## config.mk

```make
export PLATFORM = sky130hd
export DESIGN_NAME = acc_cpu_core
export DESIGN_NICKNAME = d
export VERILOG_FILES = /design/src/rtl/acc_cpu_pkg.sv /design/src/rtl/acc_cpu_alu.sv /design/src/rtl/acc_cpu_ctrl.sv /design/src/rtl/acc_cpu_dpath.sv /design/src/rtl/acc_cpu_core.sv
export SDC_FILE = /design/constraint.sdc
export NUM_CORES = 1
export LEC_CHECK = 0
export BUFFER_PORTS_ARGS = -buffer_cell sky130_fd_sc_hd__clkbuf_2
export CAP_MARGIN = 5
export CORE_MARGIN = 2
export CORE_UTILIZATION = 35
export CTS_BUF_LIST = sky130_fd_sc_hd__clkbuf_2 sky130_fd_sc_hd__clkbuf_4 sky130_fd_sc_hd__clkbuf_8
export CTS_CLUSTER_SIZE = 25
export DETAILED_ROUTE_END_ITERATION = 16
export PLACE_DENSITY = 0.57
export RECOVER_POWER = 100
export SLEW_MARGIN = 10
export SYNTH_ARGS = -nofsm -noshare
export SYNTH_HDL_FRONTEND = slang
export SYNTH_SLANG_ARGS = --single-unit
```

## constraint.sdc

```tcl
create_clock -name clk -period 5 [get_ports clk]
set_input_delay 0.25 -clock clk [delete_from_list [all_inputs] [get_ports clk]]
set_output_delay 0.25 -clock clk [all_outputs]
set_load 0.05 [all_outputs]
```

## src/rtl/acc_cpu_pkg.sv

```systemverilog
`timescale 1ns/1ps
package acc_cpu_pkg;

   localparam int OPC_W   = 8;
   localparam int STATE_W = 5;

   localparam logic [OPC_W-1:0] OP_LOAD_A     = 8'h10;
   localparam logic [OPC_W-1:0] OP_SUB_X      = 8'h20;
   localparam logic [OPC_W-1:0] OP_LOAD_X_IND = 8'h30;
   localparam logic [OPC_W-1:0] OP_STORE_A    = 8'h50;
   localparam logic [OPC_W-1:0] OP_JUMP_LEZ   = 8'h90;

   typedef enum logic [STATE_W-1:0] {
      S_FADR  = 5'd0,
      S_FWAIT = 5'd1,
      S_FRD   = 5'd2,
      S_FIR   = 5'd3,
      S_DEC   = 5'd4,
      S_OADR  = 5'd5,
      S_OWAIT = 5'd6,
      S_ORD   = 5'd7,
      S_PADR  = 5'd8,
      S_PWAIT = 5'd9,
      S_PRD   = 5'd10,
      S_WBA   = 5'd11,
      S_WBX   = 5'd12,
      S_SUB   = 5'd13,
      S_JMP   = 5'd14,
      S_SADR  = 5'd15,
      S_SWR   = 5'd16,
      S_HALT  = 5'd17
   } state_e;

   typedef struct packed {
      logic mar_pc;
      logic mar_opnd;
      logic mar_ptr;
      logic mdr_mem;
      logic mdr_acc;
      logic ir_ld;
      logic pc_inc;
      logic pc_jmp;
      logic acc_mdr;
      logic acc_alu;
      logic x_mdr;
   } ctl_t;

endpackage

```

## src/rtl/acc_cpu_alu.sv

```systemverilog
`timescale 1ns/1ps
module acc_cpu_alu #(
   parameter int DATA_W    = 16,
   parameter int SUB_STYLE = 0
) (
   input  logic [DATA_W-1:0] acc,
   input  logic [DATA_W-1:0] xval,
   output logic [DATA_W-1:0] diff,
   output logic              lez
);

   localparam logic [DATA_W-1:0] ONE = {{(DATA_W-1){1'b0}}, 1'b1};

   generate
      if (SUB_STYLE == 0) begin : g_sub_direct
         assign diff = acc - xval;
      end else if (SUB_STYLE == 1) begin : g_sub_invadd
         assign diff = acc + ~xval + ONE;
      end else begin : g_sub_bad
         $error("acc_cpu_alu: SUB_STYLE must be 0 or 1");
      end
   endgenerate

   assign lez = acc[DATA_W-1] | (acc == '0);

endmodule

```

## src/rtl/acc_cpu_ctrl.sv

```systemverilog
`timescale 1ns/1ps
module acc_cpu_ctrl
   import acc_cpu_pkg::*;
(
   input  logic             clk,
   input  logic             rst,
   input  logic [OPC_W-1:0] opcode,
   input  logic             lez,
   output ctl_t             ctl,
   output logic             mem_we,
   output state_e           state,
   output logic             done,
   output logic             halted
);

   state_e state_q, state_d;
   logic   fin;
   logic   done_q;

   always_comb begin
      state_d = state_q;
      ctl     = '0;
      mem_we  = 1'b0;
      fin     = 1'b0;
      case (state_q)
         S_FADR: begin
            ctl.mar_pc = 1'b1;
            state_d    = S_FWAIT;
         end
         S_FWAIT: state_d = S_FRD;
         S_FRD: begin
            ctl.mdr_mem = 1'b1;
            state_d     = S_FIR;
         end
         S_FIR: begin
            ctl.ir_ld = 1'b1;
            state_d   = S_DEC;
         end
         S_DEC: begin
            ctl.pc_inc = 1'b1;
            case (opcode)
               OP_LOAD_A, OP_LOAD_X_IND: state_d = S_OADR;
               OP_SUB_X:                 state_d = S_SUB;
               OP_JUMP_LEZ:              state_d = S_JMP;
               OP_STORE_A:               state_d = S_SADR;
               default:                  state_d = S_HALT;
            endcase
         end
         S_OADR: begin
            ctl.mar_opnd = 1'b1;
            state_d      = S_OWAIT;
         end
         S_OWAIT: state_d = S_ORD;
         S_ORD: begin
            ctl.mdr_mem = 1'b1;
            state_d     = (opcode == OP_LOAD_X_IND) ? S_PADR : S_WBA;
         end
         S_PADR: begin
            ctl.mar_ptr = 1'b1;
            state_d     = S_PWAIT;
         end
         S_PWAIT: state_d = S_PRD;
         S_PRD: begin
            ctl.mdr_mem = 1'b1;
            state_d     = S_WBX;
         end
         S_WBA: begin
            ctl.acc_mdr = 1'b1;
            fin         = 1'b1;
            state_d     = S_FADR;
         end
         S_WBX: begin
            ctl.x_mdr = 1'b1;
            fin       = 1'b1;
            state_d   = S_FADR;
         end
         S_SUB: begin
            ctl.acc_alu = 1'b1;
            fin         = 1'b1;
            state_d     = S_FADR;
         end
         S_JMP: begin
            ctl.pc_jmp = lez;
            fin        = 1'b1;
            state_d    = S_FADR;
         end
         S_SADR: begin
            ctl.mar_opnd = 1'b1;
            ctl.mdr_acc  = 1'b1;
            state_d      = S_SWR;
         end
         S_SWR: begin
            mem_we  = 1'b1;
            fin     = 1'b1;
            state_d = S_FADR;
         end
         S_HALT:  state_d = S_HALT;
         default: state_d = S_HALT;
      endcase
   end

   always_ff @(posedge clk) begin
      if (rst) begin
         state_q <= S_FADR;
         done_q  <= 1'b0;
      end else begin
         state_q <= state_d;
         done_q  <= fin;
      end
   end

   assign state  = state_q;
   assign done   = done_q;
   assign halted = (state_q == S_HALT);

endmodule

```

## src/rtl/acc_cpu_dpath.sv

```systemverilog
`timescale 1ns/1ps
module acc_cpu_dpath
   import acc_cpu_pkg::*;
#(
   parameter int DATA_W = 16,
   parameter int ADDR_W = 8
) (
   input  logic              clk,
   input  logic              rst,
   input  logic [ADDR_W-1:0] rst_vec,
   input  ctl_t              ctl,
   input  logic [DATA_W-1:0] mem_rdata,
   input  logic [DATA_W-1:0] diff,
   output logic [ADDR_W-1:0] mar,
   output logic [DATA_W-1:0] mdr,
   output logic [OPC_W-1:0]  opcode,
   output logic [ADDR_W-1:0] pc,
   output logic [DATA_W-1:0] acc,
   output logic [DATA_W-1:0] xreg
);

   localparam logic [ADDR_W-1:0] PC_STEP = {{(ADDR_W-1){1'b0}}, 1'b1};

   logic [DATA_W-1:0] ir;
   logic [ADDR_W-1:0] operand;

   assign operand = ir[ADDR_W-1:0];
   assign opcode  = ir[DATA_W-1 -: OPC_W];

   always_ff @(posedge clk) begin
      if (rst) begin
         pc   <= rst_vec;
         mar  <= '0;
         mdr  <= '0;
         ir   <= '0;
         acc  <= '0;
         xreg <= '0;
      end else begin
         if (ctl.mar_pc)        mar <= pc;
         else if (ctl.mar_opnd) mar <= operand;
         else if (ctl.mar_ptr)  mar <= mdr[ADDR_W-1:0];

         if (ctl.mdr_mem)      mdr <= mem_rdata;
         else if (ctl.mdr_acc) mdr <= acc;

         if (ctl.ir_ld) ir <= mdr;

         if (ctl.pc_inc)      pc <= pc + PC_STEP;
         else if (ctl.pc_jmp) pc <= operand;

         if (ctl.acc_mdr)      acc <= mdr;
         else if (ctl.acc_alu) acc <= diff;

         if (ctl.x_mdr) xreg <= mdr;
      end
   end

endmodule

```

## src/rtl/acc_cpu_core.sv

```systemverilog
`timescale 1ns/1ps
module acc_cpu_core
   import acc_cpu_pkg::*;
#(
   parameter int DATA_W    = 16,
   parameter int ADDR_W    = 8,
   parameter int SUB_STYLE = 0
) (
   input  logic              clk,
   input  logic              rst,
   input  logic [ADDR_W-1:0] rst_vec,
   output logic [ADDR_W-1:0] mem_addr,
   input  logic [DATA_W-1:0] mem_rdata,
   output logic [DATA_W-1:0] mem_wdata,
   output logic              mem_we,
   output logic [ADDR_W-1:0] pc_o,
   output logic [DATA_W-1:0] acc_o,
   output logic [DATA_W-1:0] x_o,
   output logic [4:0]        state_o,
   output logic              instr_done,
   output logic              halted
);

   generate
      if (DATA_W != ADDR_W + OPC_W) begin : g_bad_width
         $error("acc_cpu_core: DATA_W must equal ADDR_W plus the opcode width");
      end
      if (ADDR_W < 2) begin : g_bad_addr
         $error("acc_cpu_core: ADDR_W must be at least 2");
      end
   endgenerate

   ctl_t              ctl;
   state_e            state;
   logic [OPC_W-1:0]  opcode;
   logic              lez;
   logic [DATA_W-1:0] diff;
   logic [DATA_W-1:0] acc;
   logic [DATA_W-1:0] xreg;

   acc_cpu_ctrl u_ctrl (
      .clk    (clk),
      .rst    (rst),
      .opcode (opcode),
      .lez    (lez),
      .ctl    (ctl),
      .mem_we (mem_we),
      .state  (state),
      .done   (instr_done),
      .halted (halted)
   );

   acc_cpu_dpath #(.DATA_W(DATA_W), .ADDR_W(ADDR_W)) u_dpath (
      .clk       (clk),
      .rst       (rst),
      .rst_vec   (rst_vec),
      .ctl       (ctl),
      .mem_rdata (mem_rdata),
      .diff      (diff),
      .mar       (mem_addr),
      .mdr       (mem_wdata),
      .opcode    (opcode),
      .pc        (pc_o),
      .acc       (acc),
      .xreg      (xreg)
   );

   acc_cpu_alu #(.DATA_W(DATA_W), .SUB_STYLE(SUB_STYLE)) u_alu (
      .acc  (acc),
      .xval (xreg),
      .diff (diff),
      .lez  (lez)
   );

   assign acc_o   = acc;
   assign x_o     = xreg;
   assign state_o = state;

endmodule

```

==> run summary <==
GR Util All Layers: 0.193
setup_tns: 0 ns
grt ovf: 0
leakage: 2.05 nW
highest-count cells in the layout ignoring fill and taps: nand2_1, dfxtp_1, clkbuf_1
H-tree depth: 3
CTS tree: yes
Vias per Instance: 5.31
minimum clock period: 2.86 ns
FF+latch count, synth: 86
CTS resizes: 0
period utilisation layout: 0.572
via count: 4,508
Skew-Pair Late Insertion Delay: 0.37 ns
Synthesized Nets: 640
Initial Util: 0.355
DRC viols: 0
Max Clock Skew: 0.00779 ns
cts hold-fix bufs: 0
clk buf depth: 2
commonest non-fill, non-tap cell in the layout: nand2_1
Final setup viols: 0
max_slew headroom: 0.135
count of input and output buffers: 97
Syn-to-layout area delta: 12.5%
initial antenna violation count: 0
Final ANT Viol Nets: 0
antenna cells: 0
Warnings, synthesis: 0
Netlist cell types: 62
startpoint types: flip-flop
Worst-path clk slew: 0.09 ns
Row Count: 43
Routed WL: 14,000 um
Final WS setup: 2.14 ns
Hold Fails Final Rpt: 0
HP Class: input port to flip-flop
status: complete, no violations
dpl ws: 2.16 ns
CTS root buffer: clkbuf_8
PD cells: 446 nW/um2
die footprint: 14,900 um2
Max VDD drop: 150 uV
gp weighted congestion: 0.875
cts bufs inserted: 9
Iter 0 DRT Violations: 318
unrepaired setup endpoints after global routing: no
WHS: 0.142 ns
wire per inst: 16.5 um
Ports: 98
prevailing post-synth register cell: dfxtp_1
first-pass GRT wire length: 22,500 um
# clock sinks: 86
Synth async-reset ratio: 0
worst path required time: 5.21 ns
Die Height: 122 um
type of the worst setup path: flip-flop to flip-flop
layout cells sized above 1: 0.0792
Worst Max-Slew Pin Slew: 1.29 ns
core area: 13,700 um2
vias in the first global route: 4,275
Layout Nets: 707
crit path DAT: 3.07 ns
Post-Synthesis Cells: 597
mapped cell area: 4870 um2
maxcap violations: 0
Slew Limit Fails: 0
Die X-Extent: 122 um
Post-synth EDFFs: 8
DR pass1 iterations: 5
Syn Area/Cell: 8.16 um2
Worst Path Max Fanout: 24
setup bufs post-CTS: 0
largest net degree at the start of global routing: 92
CP Capture Type: flip-flop
sequential share of the synthesized area: 0.370
Fmax achieved: 350 MHz
DP Wirelength: 9920 um
## sequential cells by signal (all words and copies together), names as in the netlist
register / flops
u_dpath.pc: 8
u_dpath.xreg: 16
u_dpath.mar: 8
u_dpath.ir: 16
u_dpath.acc: 16
u_dpath.mdr: 16
u_ctrl.state: 5
u_ctrl.done: 1
## layout make-up
type / count / area, um2
fillers: 1477 / 8240
inverters: 22 / 82.6
repair buffers: 99 / 410
well taps: 180 / 225
clock inverters: 6 / 86.3
multi-input cells: 446 / 2740
flip-flops and latches: 86 / 1800
clock buffers: 10 / 131
## critical path: stages, from the launching register on
cell and delay, ns:
dfxtp_1 0.83, nor2b_1 0.34, nand4_1 0.94, mux2i_1 0.46
a211oi_1 0.12
## final timing paths
kind	from	endpoint	slack (ns)	depth (start not counted)
worst max register to register	u_ctrl.state[3]	u_dpath.mdr[12]	2.14	4
worst min register to register	u_dpath.ir[11]	u_dpath.ir[11]	0.47	2
worst min-delay path	mem_rdata[11]	u_dpath.mdr[11]	0.14	3
worst max-delay path	u_ctrl.state[3]	u_dpath.mdr[12]	2.14	4
## report_power, final
group	switching, mW	internal (mW)	leakage, nW
sequential	0.191	0.798	0.714
combinational	0.647	0.252	1.23
clock	0.272	0.286	0.110
total	1.11	1.34	2.05
## layer usage
| metal | GRT usage | vias to the layer above | wire length [um] |
|---|---|---|---|
| li1 | - | 2261 | - |
| met1 | 0.260 | 2117 | 6450 |
| met2 | 0.312 | 117 | 6500 |
| met3 | 0.0468 | 13 | 888 |
| met4 | 0.0467 | 0 | 149 |
| met5 | 0 | - | 0 |
## kinds of logic after synthesis
logic type / synth area share
adders and majority gates: 0.0452
buffers and inverters: 0.0609
muxes: 0.0699
DFF: 0.370
AOI/OAI and AO/OA: 0.207
and+or+nand+nor: 0.208
xor gates and xnor gates: 0.0395
## Yosys cell counts (all sizes together) (2+ instances only)
master,instances,share of area
dfxtp,78,0.32
ha,16,0.041
nor2,56,0.044
a222oi,7,0.014
or3,3,0.0049
a41oi,2,0.0036
mux2i,34,0.070
inv,22,0.017
o211ai,5,0.0077
buf,18,0.025
nand3b,3,0.0046
nand3,12,0.013
a31oi,7,0.0090
or4,2,0.0031
a31o,2,0.0036
nor4,6,0.010
nor2b,6,0.0092
a21o,4,0.0062
nand2b,5,0.0064
xnor2,14,0.025
clkbuf,25,0.019
o21bai,2,0.0031
nand2,100,0.079
nand4,8,0.010
edfxtp,8,0.049
a21oi,57,0.061
a211oi,16,0.026
and3,5,0.0064
o21ai,25,0.026
xor2,8,0.014
a22oi,10,0.015
o22ai,9,0.012
nor3,6,0.011
## stage by stage
stage | instances | area, um2 | power (mW) | utilization
2_1_floorplan | 597 | 4870 | 1.72 | -
3_3_place_gp | 833 | 5380 | 1.92 | 0.392
3_5_place_dp | 833 | 5380 | 1.94 | 0.392
4_1_cts | 849 | 5600 | 2.51 | 0.408
5_1_grt | 849 | 5480 | 2.59 | 0.400
6_report | 849 | 5480 | 2.45 | 0.400
Note: power is estimated with default switching activity, not from simulation.
